## src/rtl/sibc_pkg.sv

```systemverilog
// Shared types for the serial bit counter.
// Assumes an 8-bit control register whose two low bits are write-only strobes.
package sibc_pkg;
    localparam int CTL_W       = 8;
    localparam int CTL_STATE_W = CTL_W - 2;
    localparam int BIT_SOFT    = 1;
    localparam int BIT_TOGGLE  = 0;

    typedef enum logic [1:0] {
        CS_SOFT_ONLY = 2'b00,
        CS_SOFT_ALT  = 2'b01,
        CS_PIN_A     = 2'b10,
        CS_PIN_B     = 2'b11
    } clk_sel_e;

    typedef struct packed {
        logic       start_ie;
        logic       ovf_ie;
        logic [1:0] wire_mode;
        clk_sel_e   clk_sel;
    } ctl_state_t;
endpackage

```

## src/rtl/sibc_ctl_reg.sv

```systemverilog
// Control register: holds the six read/write bits and decodes the two
// write-only strobe bits into single-cycle pulses.
// Assumes the bus write is a single-cycle enable with the data valid alongside it.
module sibc_ctl_reg
    import sibc_pkg::*;
(
    input  logic             clk,
    input  logic             rst_n,
    input  logic             wr_en,
    input  logic [CTL_W-1:0] wr_data,
    output ctl_state_t       state,
    output logic             soft_strobe,
    output logic [CTL_W-1:0] rd_data
);
    // Stored read/write bits, cleared by reset.
    always_ff @(posedge clk) begin
        if (!rst_n)
            state <= '0;
        else if (wr_en)
            state <= ctl_state_t'(wr_data[CTL_W-1:2]);
    end

    // Strobe pulse follows the write; the toggle strobe has no counting role.
    always_comb soft_strobe = wr_en & wr_data[BIT_SOFT];

    // Read data: stored bits on top, strobe positions read as zero.
    always_comb rd_data = {state, 2'b00};
endmodule

```

## src/rtl/sibc_edge_sync.sv

```systemverilog
// Synchronizes an asynchronous pin and flags each change of level,
// rising or falling, as a one-cycle pulse.
// Assumes the pin stays at a level for at least two system clocks.
module sibc_edge_sync #(
    parameter int STAGES = 2
) (
    input  logic clk,
    input  logic rst_n,
    input  logic pin,
    output logic edge_pulse
);
    localparam int CHAIN_W = STAGES + 1;

    logic [CHAIN_W-1:0] chain;

    // Synchronizer stages plus one history flop for edge detection.
    always_ff @(posedge clk) begin
        if (!rst_n)
            chain <= '0;
        else
            chain <= {chain[CHAIN_W-2:0], pin};
    end

    // Any level difference between the last two samples is an edge.
    always_comb edge_pulse = chain[CHAIN_W-1] ^ chain[CHAIN_W-2];
endmodule

```

## src/rtl/sibc_bit_counter.sv

```systemverilog
// Wrapping counter with a sticky overflow flag. Up to two step sources
// may fire in one cycle. A bus load overrides both and suppresses overflow.
// An overflow wins over a same-cycle write-one-to-clear.
module sibc_bit_counter #(
    parameter int W = 4
) (
    input  logic         clk,
    input  logic         rst_n,
    input  logic         load_en,
    input  logic [W-1:0] load_val,
    input  logic         step_a,
    input  logic         step_b,
    input  logic         clr_en,
    input  logic         clr_bit,
    output logic [W-1:0] count,
    output logic         flag
);
    localparam int SUM_W = W + 1;

    logic [1:0]       inc;
    logic [SUM_W-1:0] sum;
    logic             wrap;

    // Number of counting events this cycle and the widened next count.
    always_comb begin
        inc  = {1'b0, step_a} + {1'b0, step_b};
        sum  = {1'b0, count} + SUM_W'(inc);
        wrap = !load_en && sum[W];
    end

    // Count register: a bus load takes priority over counting.
    always_ff @(posedge clk) begin
        if (!rst_n)
            count <= '0;
        else if (load_en)
            count <= load_val;
        else
            count <= sum[W-1:0];
    end

    // Overflow flag: set on wrap, otherwise cleared by writing one.
    always_ff @(posedge clk) begin
        if (!rst_n)
            flag <= 1'b0;
        else if (wrap)
            flag <= 1'b1;
        else if (clr_en && clr_bit)
            flag <= 1'b0;
    end
endmodule

```

## src/rtl/sibc_top.sv

```systemverilog
// Top level of the serial bit counter. It joins the control register, the
// pin edge detector and the counter, and gates the interrupt output.
// Assumes a single clock domain apart from the serial-clock pin.
module sibc_top
    import sibc_pkg::*;
#(
    parameter int CNT_W       = 4,
    parameter int SYNC_STAGES = 2
) (
    input  logic             clk,
    input  logic             rst_n,
    input  logic             sck_pin,
    input  logic             ctl_wr_en,
    input  logic [CTL_W-1:0] ctl_wr_data,
    output logic [CTL_W-1:0] ctl_rd_data,
    input  logic             cnt_wr_en,
    input  logic [CNT_W-1:0] cnt_wr_data,
    output logic [CNT_W-1:0] cnt_rd_data,
    input  logic             ovf_wr_en,
    input  logic             ovf_wr_data,
    output logic             ovf_flag,
    output logic             irq
);
    ctl_state_t ctl;
    logic       soft_strobe;
    logic       pin_edge;
    logic       pin_step;

    sibc_ctl_reg u_ctl (
        .clk         (clk),
        .rst_n       (rst_n),
        .wr_en       (ctl_wr_en),
        .wr_data     (ctl_wr_data),
        .state       (ctl),
        .soft_strobe (soft_strobe),
        .rd_data     (ctl_rd_data)
    );

    sibc_edge_sync #(.STAGES(SYNC_STAGES)) u_sync (
        .clk        (clk),
        .rst_n      (rst_n),
        .pin        (sck_pin),
        .edge_pulse (pin_edge)
    );

    // Pin edges count only when the high clock-select bit is set.
    always_comb pin_step = pin_edge & ctl.clk_sel[1];

    sibc_bit_counter #(.W(CNT_W)) u_cnt (
        .clk      (clk),
        .rst_n    (rst_n),
        .load_en  (cnt_wr_en),
        .load_val (cnt_wr_data),
        .step_a   (soft_strobe),
        .step_b   (pin_step),
        .clr_en   (ovf_wr_en),
        .clr_bit  (ovf_wr_data),
        .count    (cnt_rd_data),
        .flag     (ovf_flag)
    );

    // Interrupt request: pending flag gated by its enable.
    always_comb irq = ovf_flag & ctl.ovf_ie;
endmodule

```

## config.mk

```make
export PLATFORM = sky130hd
export DESIGN_NAME = sibc_top
export DESIGN_NICKNAME = d
export VERILOG_FILES = /design/src/rtl/sibc_pkg.sv /design/src/rtl/sibc_ctl_reg.sv /design/src/rtl/sibc_edge_sync.sv /design/src/rtl/sibc_bit_counter.sv /design/src/rtl/sibc_top.sv
export SDC_FILE = /design/constraint.sdc
export NUM_CORES = 1
export LEC_CHECK = 0
export ABC_AREA = 1
export BUFFER_PORTS_ARGS = -buffer_cell sky130_fd_sc_hd__buf_2
export CORE_MARGIN = 2
export CORE_UTILIZATION = 44
export DETAILED_ROUTE_END_ITERATION = 6
export PLACE_DENSITY = 0.77
export SLEW_MARGIN = 20
export SYNTH_ARGS = -nofsm -noshare
export SYNTH_HDL_FRONTEND = slang
export SYNTH_HIERARCHICAL = 1
export SYNTH_SLANG_ARGS = --single-unit
```

## constraint.sdc

```tcl
create_clock -name clk -period 1.69 [get_ports clk]
set_input_delay 0.2535 -clock clk [delete_from_list [all_inputs] [get_ports clk]]
set_output_delay 0.2535 -clock clk [all_outputs]
set_load 0.02 [all_outputs]
```

==> results of run 1 <==
-- final timing paths --
kind	from	to	slack, ns	cells after the start
worst max register to register	u_sync/chain[2]	u_cnt/count[1]	0.14	11
worst min register to register	u_sync/chain[0]	u_sync/chain[1]	0.40	2
worst max-delay path	u_sync/chain[2]	u_cnt/count[1]	0.14	11
worst min-delay path	sck_pin	u_sync/chain[0]	0.16	3
-- flip-flops by register name, indices dropped and copies added (netlist names) --
signal	count
u_sync/chain	3
u_ctl/rd_data	6
u_cnt/flag	1
u_cnt/count	4
-- final cells by class --
class                      instances  area, um^2
clock buffer                       4        36.3
timing repair buffer              31         160
tap                               15        18.8
inverter                          22        82.6
fill                             127         507
multi-input combinational         56         264
sequential                        14         282
-- metrics by stage --
stage | instance area [um^2] | hold slack, ns | instances | utilization [%] | power (W)
after floorplan | 663 | 0.347 | 97 | - | 0.000451
after global placement | 793 | 0.389 | 137 | 58.8 | 0.000489
after detailed placement | 793 | 0.401 | 137 | 58.8 | 0.000492
after CTS | 830 | 0.154 | 141 | 61.4 | 0.000728
after global routing | 843 | 0.156 | 142 | 62.5 | 0.000768
final | 843 | 0.164 | 142 | 62.5 | 0.000722
-- timing repair --
item,4_1_cts,5_1_grt
setup endpoints to repair,0,2
setup buffers,0,1
gates resized for setup,0,4
-- power groups by stage --
stage / Combinational (W) / Clock (W) / Sequential (W)
6_report: 0.000124 / 0.000234 / 0.000364
5_1_grt: 0.000138 / 0.000263 / 0.000367
4_1_cts: 0.000121 / 0.000243 / 0.000364
3_5_place_dp: 0.000121 / 0 / 0.000372
3_3_place_gp: 0.000119 / 0 / 0.000370
2_1_floorplan: 0.0000596 / 0 / 0.000392
-- layer usage --
layer	routed length, um	share of wire, %
met5	0	0
met4	51	4.0
met2	644	50
met3	79	6.2
met1	507	40
-- critical path, delay by kind of cell, from the launching register on --
family | cells | cell delay [ns]
simple gates | 4 | 0.19
fa+ha+maj | 2 | 0.61
compound gates | 1 | 0.12
flops | 1 | 0.32
buf+inv | 4 | 0.21
==> results by group, run 1 <==
Run status
  – Status: finished, final reports clean

Timing
  – Slew Viols, Final: 0
  – Setup ws final: 0.137 ns
  – Fin crit share: roughly 92%
  – RSZ-0062 raised after global routing: no
  – Final setup viols: 0
  – Post-Route Skew: 0.0150 ns
  – Fmax: ~640 MHz
  – Final hold violation count: 0
  – Setup TNS: 0 ns
  – Tmin final: between 1.5 and 2 ns

Power
  – Combinational Power Share: between 10% and 20%
  – Leak pwr: approximately 0.52 nW
  – Reg power frac: between 50% and 60%
  – Total internal power: between 0.0005 and 0.0006 W
  – Pwr/cell area: about 860 nW/um^2
  – Clock power share: between 30% and 40%
  – VDD IR max: 0.664 mV
  – NetSw: around 0.00019 W
  – Sw Share: between 20% and 30%

Hold path
  – Hold WC Path Type: input pin to register

Worst setup path
  – Critical path arrival: between 1.5 and 2 ns
  – Setup crit end kind: register
  – CP max stage cell: fa_2
  – Cells along the critical path: inv_1 -> nand2_1 -> nand2_1 -> nand2_1 -> inv_1 -> inv_1 -> fa_2 -> inv_2 -> ha_2 -> o21ai_1 -> nor2_1
  – Worst-path maximum fanout: 3
  – Crit path largest cell delay: roughly 0.35 ns
  – Crit path kind: register to register
  – CP Launch Type: register
  – CP required: around 1.9 ns

Final layout
  – Synth-to-Final Area Change: 27.9%
  – Commonest non-fill, non-tap cell in the layout: buf_2
  – Most frequent cells in the layout: buf_2, nand2_1, inv_1
  – Antenna Cells: 0
  – NumNets Final: ~150
  – Share of layout cells above drive strength 1: around 32%

Placed design
  – RePlAce Congestion: 0.801
  – Port bufs: 29
  – Dpl ws: between 0.09 and 0.1 ns
  – DPL Wire Length: about 960 um

Synthesis
  – Post-Syn Instances: 96
  – Synthesized cell area: about 660 um^2
  – Syn_area_per_cell: 6.87 um^2
  – Ys Warns: 6

Drt
  – Vias per cell: approximately 4.5
  – First-pass DRT Iterations: 4
  – Routed len/inst: approximately 9 um
  – Via count: 638
  – Final ANT Viol Nets: 0
  – Initial DRC count: 19
  – DRC Markers: 0
  – Drt total wl: roughly 1300 um

Clock network
  – Number of CTS-inserted buffers: 3
  – CTS tree: done
  – H-tree depth: 1
  – Sink Count: 14
  – Clock Path Buffers: 2
  – Clock Pin Slew Worst Setup and Hold Paths: approximately 0.090 ns
  – Clk Latency, worst-skew pair: 0.28 ns
  – CTS Hold Buffers Added: 0
  – Clk root buf: clkbuf_4

Global routing
  – First-pass GRT wire length: between 2000 and 2500 um
  – Total Routing Usage GR: between 15 and 20%
  – Vias in the first global route: 540
  – Largest net degree at the start of global routing: 14
  – Global Route met3 Usage: about 6.4%
  – GR Util met1: ~15%
  – M2 GR Usage: 27.3%
  – GR peak layer: met2
  – Initial antenna violation count: 0
  – Global route overflow: 0

Job
  – Max cap viols: 0

Die
  – Die Span Y: about 43 um
  – CORE AREA: 1350 um^2
  – Starting Density: 48.8%
  – Die Wd: roughly 43 um
  – Cell row count: 13
  – I/O pin total: 33
  – DIE AREA: approximately 1800 um^2
Note: power is estimated with default switching activity, not from simulation.
==> run 2: changes to the inputs <==
==> constraint.sdc (replaced) <==
create_clock -name clk -period 1.69 [get_ports clk]
set_input_delay 0.338 -clock clk [delete_from_list [all_inputs] [get_ports clk]]
set_output_delay 0.338 -clock clk [all_outputs]
set_load 0.02 [all_outputs]
==> run 2 against run 1 <==
  * Clock skew down 0.0098 ns
  * Count of clock-buffer cells in the layout fell by 1
  * Die area is the same
  * Sequential share of layout area rose by 0.55 points
  * Routed wire length did not move
  * Clock power down 23%
  * Global-route usage up 0.19 points
  * Worst setup slack is essentially flat
  * First-iteration DRC count is 5.3% lower
  * Combinational power about the same
  * Power decreased by 7.4%
  * Final area fell by 1.6%
==> results by group, run 2 (synthesized netlist as in run 1, its figures left out) <==
Power
  – Total internal power: 0.000483 W
  – Reg power frac: 54.4%
  – NetSw: roughly 0.00019 W
  – Pwr/cell area: between 800 and 900 nW/um^2
  – Leak pwr: about 0.52 nW
  – VDD IR max: between 0.6 and 0.7 mV
  – Sw Share: between 20% and 30%
  – Combinational Power Share: roughly a fifth
  – Clock power share: between 20% and 30%

Worst setup path
  – CP Launch Type: register
  – CP required: around 1.9 ns
  – Worst-path maximum fanout: 3
  – Critical path arrival: around 1.7 ns
  – Crit path kind: register to register
  – Setup crit end kind: register
  – R2R setup slack: between 0.1 and 0.15 ns

Placed design
  – DPL Wire Length: 1000 um
  – Dpl ws: about 0.051 ns
  – Placed Cells: around 140
  – RePlAce Congestion: ~0.80
  – Port bufs: 29
  – Dpl cell area: 793 um^2

Final layout
  – Antenna Cells: 0
  – Share of layout cells above drive strength 1: roughly a third
  – Final Core Density: 61.4%
  – Design Area, Final: 830 um^2
  – Most frequent cells in the layout: buf_2, nand2_1, inv_1
  – Commonest non-fill, non-tap cell in the layout: buf_2
  – Final non-filler cell total: approximately 140
  – NumNets Final: between 100 and 150
  – Largest register FFs: 6
  – Synth-to-Final Area Change: 25.8%

Drt
  – Via count: about 620
  – Drt total wl: roughly 1300 um
  – DRC Markers: 0
  – Initial DRC count: 18
  – Final ANT Viol Nets: 0
  – Routed len/inst: between 9 and 10 um
  – First-pass DRT Iterations: 4
  – Vias per cell: approximately 4.4

Clock network
  – Sink Count: 14
  – Number of CTS-inserted buffers: 3
  – CTS Hold Buffers Added: 0
  – CTS tree: done
  – Clk root buf: clkbuf_4
  – Clock Pin Slew Worst Setup and Hold Paths: about 0.070 ns
  – Clock Path Buffers: 2
  – Clk Latency, worst-skew pair: 0.27 ns
  – H-tree depth: 1

Global routing
  – Total Routing Usage GR: about 16%
  – Vias in the first global route: ~540
  – First-pass GRT wire length: around 2100 um
  – Global route overflow: 0
  – Initial antenna violation count: 0
  – Largest net degree at the start of global routing: 14

Die
  – Cell row count: 13
  – Die Span Y: ~43 um
  – CORE AREA: about 1400 um^2
  – DIE AREA: between 1500 and 2000 um^2
  – I/O pin total: 33
  – Die Wd: 42.7 um
  – Starting Density: approximately half

Hold path
  – Hold WC Path Type: input pin to register

Timing
  – Slew Viols, Final: 0
  – Final hold violation count: 0
  – Post-Route Skew: between 0.005 and 0.006 ns
  – Hold Worst Slack: 0.250 ns
  – Fmax: approximately 640 MHz
  – Fin crit share: 91.9%
  – Final setup viols: 0
  – Tmin final: around 1.6 ns
  – Setup ws final: 0.137 ns

Run status
  – Status: finished, final reports clean

Job
  – Max cap viols: 0
-- run 2: changes by cell type in the layout (fill, tap and decap cells not counted) --
cell      before  now
clkbuf_8       1    0
-- run 2: what timing repair did --
action	4_1_cts	5_1_grt
endpoints found under the setup margin	0	2
resized for setup	0	4
buffers inserted	0	1
-- run 2: routing by layer --
layer  routed length (um)  vias to the layer above  part of all wire [%]  track usage, %
met5                    0                        -                     0               0
met4                    0                        0                     0            5.63
met3                   55                        0                   4.3            6.38
met2                  667                       15                    52            27.0
met1                  560                      267                    44            16.7
li1                     -                      335                     -               -
-- run 2: critical path, stage by stage (launching register included) --
cell and delay (ns):
dfxtp_2 0.33, inv_1 0.05, nand2_1 0.04, nand2_1 0.05, nand2_1 0.05, inv_1 0.05, inv_1 0.05, fa_2 0.35
inv_2 0.08, ha_2 0.26, o21ai_1 0.12, nor2_1 0.05
-- run 2: layout make-up --
class                           instances  area [um^2]
Fill cell                             139          520
Sequential cell                        14          282
Multi-Input combinational cell         56          264
Timing Repair Buffer                   31          160
Inverter                               22         82.6
Clock buffer                            3         22.5
Tap cell                               15         18.8
-- run 2: power groups by stage --
| stage | Clock [W] | Sequential [W] | Combinational [W] |
|---|---|---|---|
| global placement | 0 | 0.000370 | 0.000119 |
| floorplan | 0 | 0.000392 | 0.0000596 |
| global route | 0.000208 | 0.000367 | 0.000139 |
| detailed placement | 0 | 0.000372 | 0.000123 |
| finish | 0.000180 | 0.000364 | 0.000125 |
| CTS | 0.000190 | 0.000364 | 0.000123 |
-- run 2: stage by stage --
stage          TNS [ns]  power, W
2_1_floorplan         0  0.000451
3_3_place_gp          0  0.000489
3_5_place_dp          0  0.000494
4_1_cts               0  0.000677
5_1_grt        -0.00246  0.000715
6_report              0  0.000669
-- run 2: final timing paths --
kind                                      start  cells past startpoint              end
worst min-delay path                    sck_pin                      3  u_sync/chain[0]
worst max-delay path            u_sync/chain[1]                     11   u_cnt/count[1]
worst min register to register  u_sync/chain[0]                      2  u_sync/chain[1]
worst max register to register  u_sync/chain[1]                     11   u_cnt/count[1]
